**config.mk**
```make
export PLATFORM = sky130hd
export DESIGN_NAME = irqr_router
export DESIGN_NICKNAME = d
export VERILOG_FILES = /design/src/rtl/irqr_pkg.sv /design/src/rtl/irqr_reqvec.sv /design/src/rtl/irqr_cpu_slice.sv /design/src/rtl/irqr_regport.sv /design/src/rtl/irqr_router.sv
export SDC_FILE = /design/constraint.sdc
export NUM_CORES = 2
export LEC_CHECK = 0
export CORE_ASPECT_RATIO = 1.75
export CORE_MARGIN = 4
export CORE_UTILIZATION = 50
export DETAILED_ROUTE_END_ITERATION = 8
export DONT_BUFFER_PORTS = 1
export PLACE_DENSITY_LB_ADDON = 0.08
export SLEW_MARGIN = 30
export SYNTH_ARGS = -nofsm -noshare
export SYNTH_HDL_FRONTEND = slang
export SYNTH_SLANG_ARGS = --single-unit
```
**constraint.sdc**
```tcl
create_clock -name clk -period 21.8 [get_ports clk]
set_clock_uncertainty 0.2 [all_clocks]
set_input_delay 4.36 -clock clk [delete_from_list [all_inputs] [get_ports clk]]
set_output_delay 4.36 -clock clk [all_outputs]
set_load 0.02 [all_outputs]
```
**src/rtl/irqr_pkg.sv**
```systemverilog
package irqr_pkg;
  localparam int REGNUM_SHIFT = 6;

  typedef enum logic [1:0] {
    ACC_8  = 2'd0,
    ACC_16 = 2'd1,
    ACC_32 = 2'd2,
    ACC_64 = 2'd3
  } acc_size_e;

  localparam int RN_CTRL      = 0;
  localparam int RN_ADDR_BASE = 1;
  localparam int RN_ADDR_CNT  = 4;
  localparam int RN_MASK_BASE = 8;
  localparam int RN_PEND_BASE = 16;
  localparam int RN_RAW       = 24;
endpackage

```
**src/rtl/irqr_reqvec.sv**
```systemverilog
module irqr_reqvec #(
  parameter int NIRQ = 64,
  localparam int IW = $clog2(NIRQ)
) (
  input  logic            clk,
  input  logic            rst_n,
  input  logic            set_vld,
  input  logic [IW-1:0]   set_num,
  input  logic            clr_vld,
  input  logic [IW-1:0]   clr_num,
  output logic [NIRQ-1:0] raw_q,
  output logic [NIRQ-1:0] raw_d,
  output logic            raw_en
);
  always_comb begin
    raw_d = raw_q;
    if (clr_vld) raw_d[clr_num] = 1'b0;
    if (set_vld) raw_d[set_num] = 1'b1;
    raw_en = set_vld | clr_vld;
  end

  always_ff @(posedge clk or negedge rst_n) begin
    if (!rst_n)      raw_q <= '0;
    else if (raw_en) raw_q <= raw_d;
  end
endmodule

```
**src/rtl/irqr_cpu_slice.sv**
```systemverilog
module irqr_cpu_slice #(
  parameter int NIRQ = 64
) (
  input  logic            clk,
  input  logic            rst_n,
  input  logic [NIRQ-1:0] raw_d,
  input  logic            raw_en,
  input  logic            mask_we,
  input  logic [NIRQ-1:0] wdata,
  output logic [NIRQ-1:0] mask_q,
  output logic [NIRQ-1:0] pend_q,
  output logic            irq,
  output logic            post,
  output logic            wdraw
);
  logic [NIRQ-1:0] mask_d, pend_d;
  logic            upd, post_d, wdraw_d;

  always_comb begin
    mask_d  = mask_we ? wdata : mask_q;
    pend_d  = mask_d & raw_d;
    upd     = mask_we | raw_en;
    post_d  = upd & (|(pend_d & ~pend_q));
    wdraw_d = upd & (|(pend_q & ~pend_d));
  end

  always_ff @(posedge clk or negedge rst_n) begin
    if (!rst_n) begin
      mask_q <= '0;
      pend_q <= '0;
      post   <= 1'b0;
      wdraw  <= 1'b0;
    end else begin
      if (mask_we) mask_q <= mask_d;
      if (upd)     pend_q <= pend_d;
      post  <= post_d;
      wdraw <= wdraw_d;
    end
  end

  assign irq = |pend_q;
endmodule

```
**src/rtl/irqr_regport.sv**
```systemverilog
module irqr_regport
  import irqr_pkg::*;
#(
  parameter int NCPU = 4,
  parameter int NIRQ = 64,
  parameter int AW   = 12,
  localparam int RNW = AW - REGNUM_SHIFT
) (
  input  logic                      clk,
  input  logic                      rst_n,
  input  logic                      req,
  input  logic                      wr,
  input  logic [AW-1:0]             addr,
  input  logic [1:0]                size,
  input  logic [NIRQ-1:0]           wdata,
  input  logic [NCPU-1:0][NIRQ-1:0] mask_q,
  input  logic [NCPU-1:0][NIRQ-1:0] pend_q,
  input  logic [NIRQ-1:0]           raw_q,
  output logic [NCPU-1:0]           mask_we,
  output logic                      ack,
  output logic [NIRQ-1:0]           rdata,
  output logic                      err
);
  logic [RNW-1:0]  regnum;
  logic [NIRQ-1:0] rd_d;
  logic            err_d, legal, mapped, is_mask;

  assign regnum = addr[AW-1:REGNUM_SHIFT];
  assign legal  = (size == ACC_64);

  always_comb begin
    rd_d    = '0;
    err_d   = 1'b0;
    mask_we = '0;
    mapped  = 1'b0;
    is_mask = 1'b0;
    if (regnum == RNW'(RN_CTRL)) mapped = 1'b1;
    for (int a = 0; a < RN_ADDR_CNT; a++)
      if (regnum == RNW'(RN_ADDR_BASE + a)) mapped = 1'b1;
    if (regnum == RNW'(RN_RAW)) begin
      mapped = 1'b1;
      rd_d   = raw_q;
    end
    for (int c = 0; c < NCPU; c++) begin
      if (regnum == RNW'(RN_MASK_BASE + c)) begin
        mapped  = 1'b1;
        is_mask = 1'b1;
        rd_d    = mask_q[c];
        if (req && wr && legal) mask_we[c] = 1'b1;
      end
      if (regnum == RNW'(RN_PEND_BASE + c)) begin
        mapped = 1'b1;
        rd_d   = pend_q[c];
      end
    end
    if (!legal || wr)  rd_d = '0;
    if (!legal)        err_d = req;
    else if (wr)       err_d = req & ~is_mask;
    else               err_d = req & ~mapped;
  end

  always_ff @(posedge clk or negedge rst_n) begin
    if (!rst_n) begin
      ack   <= 1'b0;
      err   <= 1'b0;
      rdata <= '0;
    end else begin
      ack <= req;
      err <= err_d;
      if (req) rdata <= rd_d;
    end
  end
endmodule

```
**src/rtl/irqr_router.sv**
```systemverilog
module irqr_router
  import irqr_pkg::*;
#(
  parameter int NCPU = 4,
  parameter int NIRQ = 64,
  parameter int AW   = 12,
  localparam int IW  = $clog2(NIRQ)
) (
  input  logic            clk,
  input  logic            rst_n,
  input  logic            set_vld,
  input  logic [IW-1:0]   set_num,
  input  logic            clr_vld,
  input  logic [IW-1:0]   clr_num,
  input  logic            reg_req,
  input  logic            reg_wr,
  input  logic [AW-1:0]   reg_addr,
  input  logic [1:0]      reg_size,
  input  logic [NIRQ-1:0] reg_wdata,
  output logic            reg_ack,
  output logic [NIRQ-1:0] reg_rdata,
  output logic            reg_err,
  output logic [NCPU-1:0] cpu_irq,
  output logic [NCPU-1:0] cpu_post,
  output logic [NCPU-1:0] cpu_wdraw
);
  logic [1:0]                rst_pipe;
  logic                      rst_s;
  logic [NIRQ-1:0]           raw_q, raw_d;
  logic                      raw_en;
  logic [NCPU-1:0][NIRQ-1:0] mask_q, pend_q;
  logic [NCPU-1:0]           mask_we;

  always_ff @(posedge clk or negedge rst_n) begin
    if (!rst_n) rst_pipe <= 2'b00;
    else        rst_pipe <= {rst_pipe[0], 1'b1};
  end
  assign rst_s = rst_pipe[1];

  irqr_reqvec #(.NIRQ(NIRQ)) u_req (
    .clk(clk), .rst_n(rst_s),
    .set_vld(set_vld), .set_num(set_num),
    .clr_vld(clr_vld), .clr_num(clr_num),
    .raw_q(raw_q), .raw_d(raw_d), .raw_en(raw_en)
  );

  for (genvar c = 0; c < NCPU; c++) begin : g_cpu
    irqr_cpu_slice #(.NIRQ(NIRQ)) u_slice (
      .clk(clk), .rst_n(rst_s),
      .raw_d(raw_d), .raw_en(raw_en),
      .mask_we(mask_we[c]), .wdata(reg_wdata),
      .mask_q(mask_q[c]), .pend_q(pend_q[c]),
      .irq(cpu_irq[c]), .post(cpu_post[c]), .wdraw(cpu_wdraw[c])
    );
  end

  irqr_regport #(.NCPU(NCPU), .NIRQ(NIRQ), .AW(AW)) u_port (
    .clk(clk), .rst_n(rst_s),
    .req(reg_req), .wr(reg_wr), .addr(reg_addr), .size(reg_size),
    .wdata(reg_wdata), .mask_q(mask_q), .pend_q(pend_q), .raw_q(raw_q),
    .mask_we(mask_we), .ack(reg_ack), .rdata(reg_rdata), .err(reg_err)
  );
endmodule

```
==> flow_summary.rst, run 1 <==
.. list-table::
   :header-rows: 1

   * - Metric
     - Value
   * - Largest net degree at the start of global routing
     - 141
   * - Total number of placement rows
     - 131
   * - EDFF count, synth
     - 0
   * - Global-route total usage across every layer
     - 80.9%
   * - Global placement routability congestion
     - 1.32
   * - Post-CTS Setup Bufs
     - 0
   * - Placed Cells incl. Taps
     - 4868
   * - Number of buffers created by CTS
     - 66
   * - Share of the synthesized area in the top cell type
     - 44.3%
   * - Via count of the first global-routing pass
     - 48266
   * - Number of cells upsized or downsized after cts
     - 0
   * - Post-synthesis area per instance
     - 9.00 um^2
   * - Clock sink count
     - 652
   * - Combinational family with the most area after synthesis
     - compound AO/OA/AOI/OAI gates
   * - Die width
     - 213 um
   * - Simple logic cell fraction of the synthesized area
     - 19.3%
   * - Synth Instances
     - 4090
   * - Most numerous cell in the Yosys netlist
     - nand2_1
   * - Top cells by area in the synthesized netlist
     - dfrtp_1 (44%), nand2_1 (7.0%), o31ai_1 (4.8%), a221oi_1 (4.3%), o21ai_0 (3.8%)
   * - Leftover overflow at the end of global routing
     - 1133
   * - Post-synth cell types
     - 78
   * - Number of warning messages in the yosys log
     - 0
   * - Cts hold-fix bufs
     - 0
   * - Fraction of the mapped netlist area in adder cells
     - 0%
   * - Register area share after synthesis
     - 44.3%
   * - Post-synthesis instance area
     - 36800 um^2
   * - Cell area after placement
     - 38300 um^2
   * - Number of I/O port buffers
     - 0
   * - Chip Height
     - 367 um
   * - Post-synth top area cell
     - dfrtp_1
   * - Initial Util
     - 50.5%
   * - Number of H-tree levels
     - 3
   * - Share of synthesized area spent on multiplexers
     - 1.38%
   * - Post-synth top flop
     - dfrtp_1
   * - Clock root cell
     - clkbuf_16
   * - Clock Tree Buf Depth
     - 3
   * - Synth Area in XOR/XNOR
     - 0%
   * - Most instantiated cells after synthesis
     - nand2_1 (686), dfrtp_1 (652), o21ai_0 (276), clkbuf_1 (273), o31ai_1 (233)
   * - Boundary Pins
     - 174
   * - Number of flip-flops and latches in the synthesized netlist
     - 652
   * - Mapped Nets
     - 4186
   * - Detailed Place HPWL
     - 210000 um
   * - First-pass GRT wire length
     - 457000 um
   * - Fraction of registers with async set/reset
     - 100%
   * - Status
     - did not finish
   * - Stopping stage
     - global routing (5_1_grt)
   * - First error line in the log
     - [ERROR GRT-0116] Global routing finished with congestion. Check the congestion regions in the DRC Viewer.
   * - Post-synthesis compound-gate area fraction
     - 29.2%
routing by layer:
| metal | GRT overflow | global-route usage (%) |
|---|---|---|
| met1 | 6 | 82.3 |
| met2 | 684 | 93.8 |
| met3 | 15 | 69.8 |
| met4 | 427 | 76.1 |
| met5 | 1 | 36.4 |
through the flow:
step	hold WS (ps)	setup slack (ps)
after CTS	158	12830
after detailed placement	143	12160
after global placement	137	12160
after floorplan	131	2080
cell families after synthesis:
group                  Yosys count
AO/OA/AOI/OAI                 1421
buffers and inverters          555
flip-flops                     652
multiplexers                    49
other                            1
AND/OR/NAND/NOR               1412
==> inputs of run 2 (changes only) <==
Settings changed: CORE_ASPECT_RATIO 1.75 to not set, CORE_UTILIZATION 50 to 35, PLACE_DENSITY_LB_ADDON 0.08 to 0.15.
==> run 2 against run 1 <==
  * The flow now finishes, with violations (DRC)
  * Synthesized area did not move
  * Synthesized cell count did not move
==> flow_summary.rst, run 2 <==
.. list-table::
   :header-rows: 1

   * - Metric
     - Value
   * - Status
     - finished with violations
   * - Violations in the final reports
     - DRC
   * - Non-filler instance count after layout
     - 5564
   * - Arr. time, crit path
     - 9240 ps
   * - Unrepaired setup endpoints after global routing
     - false
   * - Mapped Nets
     - 4186
   * - Ratio of routed vias to standard cells
     - 7.99
   * - Total number of placement rows
     - 118
   * - Post-layout util
     - 40.6%
   * - Number of warning messages in the yosys log
     - 0
   * - Number of antenna violations at the first check in global routing
     - 56
   * - Critical R2R Launch
     - u_req.raw_q[37]
   * - Setup slack, reg-to-reg
     - 17440 ps
   * - Register area share after synthesis
     - 44.3%
   * - Leftover overflow at the end of global routing
     - 0
   * - Post-synthesis instance area
     - 36800 um^2
   * - Number of flip-flops and latches in the synthesized netlist
     - 652
   * - Antenna Nets Post-Route
     - 0
   * - Count of final max-slew check failures
     - 0
   * - Launching instance or port of the critical path
     - reg_addr[8]
   * - Post-CTS Setup Bufs
     - 0
   * - First-pass GRT wire length
     - 406000 um
   * - Placed Cells incl. Taps
     - 5353
   * - Slew Limit Headroom
     - 15.3%
   * - Setup CP Type
     - input port to flop
   * - Drt total wl
     - 318000 um
   * - Post-synthesis to final-layout area growth
     - 14.6%
   * - Hold violation count in the final report
     - 0
   * - Setup_tns
     - 0 ps
   * - Total power consumption of the routed design
     - 0.00347 W
   * - Chip Height
     - 332 um
   * - Boundary Pins
     - 174
   * - Number of buffers created by CTS
     - 81
   * - Largest driver fanout on the critical path
     - 41
   * - Clock Tree Buf Depth
     - 3
   * - CP Data Required Time
     - 22110 ps
   * - R2R Path End
     - g_cpu[1].u_slice.post
   * - Share of cells above drive strength 1
     - 11.0%
   * - Clock sink count
     - 652
   * - Number of H-tree levels
     - 3
   * - R2R depth
     - 7
   * - Synth Instances
     - 4090
   * - Post-synth top area cell
     - dfrtp_1
   * - Global-route total usage across every layer
     - 55.4%
   * - Iteration-0 DRC Markers
     - 9018
   * - Commonest cells after routing, fill and taps aside
     - nand2_1 (684), dfrtp_1 (651), o21ai_0 (264), o31ai_1 (233), inv_1 (220)
   * - Class of the tightest hold or removal check
     - flop to asynchronous set/reset pin
   * - CTS tree
     - built
   * - Full die area
     - 110000 um^2
   * - Worst-skew pair later-pin latency
     - 740 ps
   * - Post-synth top flop
     - dfrtp_1
   * - Largest net degree at the start of global routing
     - 162
   * - Type of destination of the critical path
     - flop
   * - Most numerous cell in the Yosys netlist
     - nand2_1
   * - Final number of setup-violating endpoints
     - 0
   * - Transition time at the pin with the least slew margin
     - 1270 ps
   * - Number of I/O port buffers
     - 0
   * - Worst IR drop on VDD
     - 0.0579 mV
   * - Number of cells upsized or downsized after cts
     - 0
   * - Most common library cell in the layout ignoring fill and taps
     - nand2_1
   * - Via count of the first global-routing pass
     - 39242
   * - Power density of the placed cells
     - 82.3 nW/um^2
   * - Fraction of registers with async set/reset
     - 100%
   * - WL per Instance
     - 57.2 um
   * - Share of the cycle needed by the critical path after routing
     - 40.9%
   * - Post-detailed-route DRC marker count
     - 1
   * - Post-synthesis area per instance
     - 9.00 um^2
   * - Initial Util
     - 35.4%
   * - Final net count
     - 4160
   * - Leakage power
     - 18.2 nW
   * - Clock slew seen by the registers of the worst setup and hold paths
     - 60 ps
   * - Share of the synthesized area in the top cell type
     - 44.3%
   * - Post-synth cell types
     - 78
   * - Most instantiated cells after synthesis
     - nand2_1 (686), dfrtp_1 (652), o21ai_0 (276), clkbuf_1 (273), o31ai_1 (233)
   * - DRT Pass-1 Iters
     - 9
   * - Detailed Place HPWL
     - 241000 um
   * - Registers with the highest flip-flop counts
     - g_cpu.u_slice.mask_q: 256 flops, g_cpu.u_slice.pend_q: 256 flops
   * - Core area
     - 104000 um^2
   * - Global placement routability congestion
     - 1.17
   * - Cts hold-fix bufs
     - 0
   * - Top cells by area in the synthesized netlist
     - dfrtp_1 (44%), nand2_1 (7.0%), o31ai_1 (4.8%), a221oi_1 (4.3%), o21ai_0 (3.8%)
   * - Die width
     - 332 um
   * - Total via count in the routed design
     - 44470
   * - Post-route minimum period
     - 8930 ps
   * - Clock root cell
     - clkbuf_16
   * - Setup crit start kind
     - input port
   * - Fill cell total of the finished layout
     - 10492
   * - Highest clock rate
     - 0.112 GHz
   * - Count of max-cap constraint violations
     - 0
   * - EDFF count, synth
     - 0
run 2: power breakdown:
group          internal, W  switching (W)  leakage, nW
Combinational     0.000126       0.000575         7.91
Clock             0.000817       0.000617         1.32
Sequential         0.00126      0.0000748         8.94
Total              0.00220        0.00127         18.2
run 2: kinds of logic (layout without fill, tap and decap cells):
family	count (synthesis)	after routing	synth area share (%)
muxes	49	49	1.38
buffers and inverters	555	589	5.88
AOI/OAI and AO/OA	1421	1421	29.2
and+or+nand+nor	1412	1412	19.3
other	1	61	0.0102
DFF	652	652	44.3
run 2: worst max-delay path by stage:
stage	end	slack, ps	cells past startpoint
3_3_place_gp	g_cpu[2].u_slice.post	12360	9
4_1_cts	g_cpu[2].u_slice.post	13150	9
2_1_floorplan	g_cpu[0].u_slice.mask_q[0]	2080	0
6_report	g_cpu[2].u_slice.post	12870	9
5_1_grt	g_cpu[2].u_slice.post	13050	9
3_5_place_dp	g_cpu[2].u_slice.post	12440	9
run 2: cell type report:
| type | count | area (um^2) | area share [%] |
|---|---|---|---|
| inverters | 220 | 826 | 1.96 |
| clock inverters | 24 | 303 | 0.718 |
| diodes | 60 | 150 | 0.356 |
| repair buffers | 226 | 1790 | 4.25 |
| flip-flops and latches | 652 | 16300 | 38.7 |
| well taps | 1380 | 1730 | 4.09 |
| clock buffers | 119 | 2380 | 5.65 |
| multi-input cells | 2883 | 18700 | 44.3 |
run 2: routing by layer:
layer  GRT usage (%)  up-vias  wire, um
li1                -    15967         -
met1            63.5    22074    109000
met2            72.8     4947    119000
met3            32.0     1464     53000
met4            47.2       18     36900
met5            1.30        -       126
run 2: worst max-delay path, cell delays in order:
cell,delay (ps)
or4b_4,830
buf_4,460
nor3_4,360
buf_4,490
mux2i_1,790
o32ai_2,320
or4_1,480
nor4_1,720
a31oi_1,320
run 2: stage by stage:
stage                     worst slack, ps  hold slack (ps)  cell area [um^2]
after floorplan                      2080              131             36800
after global placement              12360              145             39100
after detailed placement            12440              147             39200
after CTS                           13150              159             41900
after global routing                13050              167             42100
final                               12870              149             42200
(Power assumes the default switching activity.)
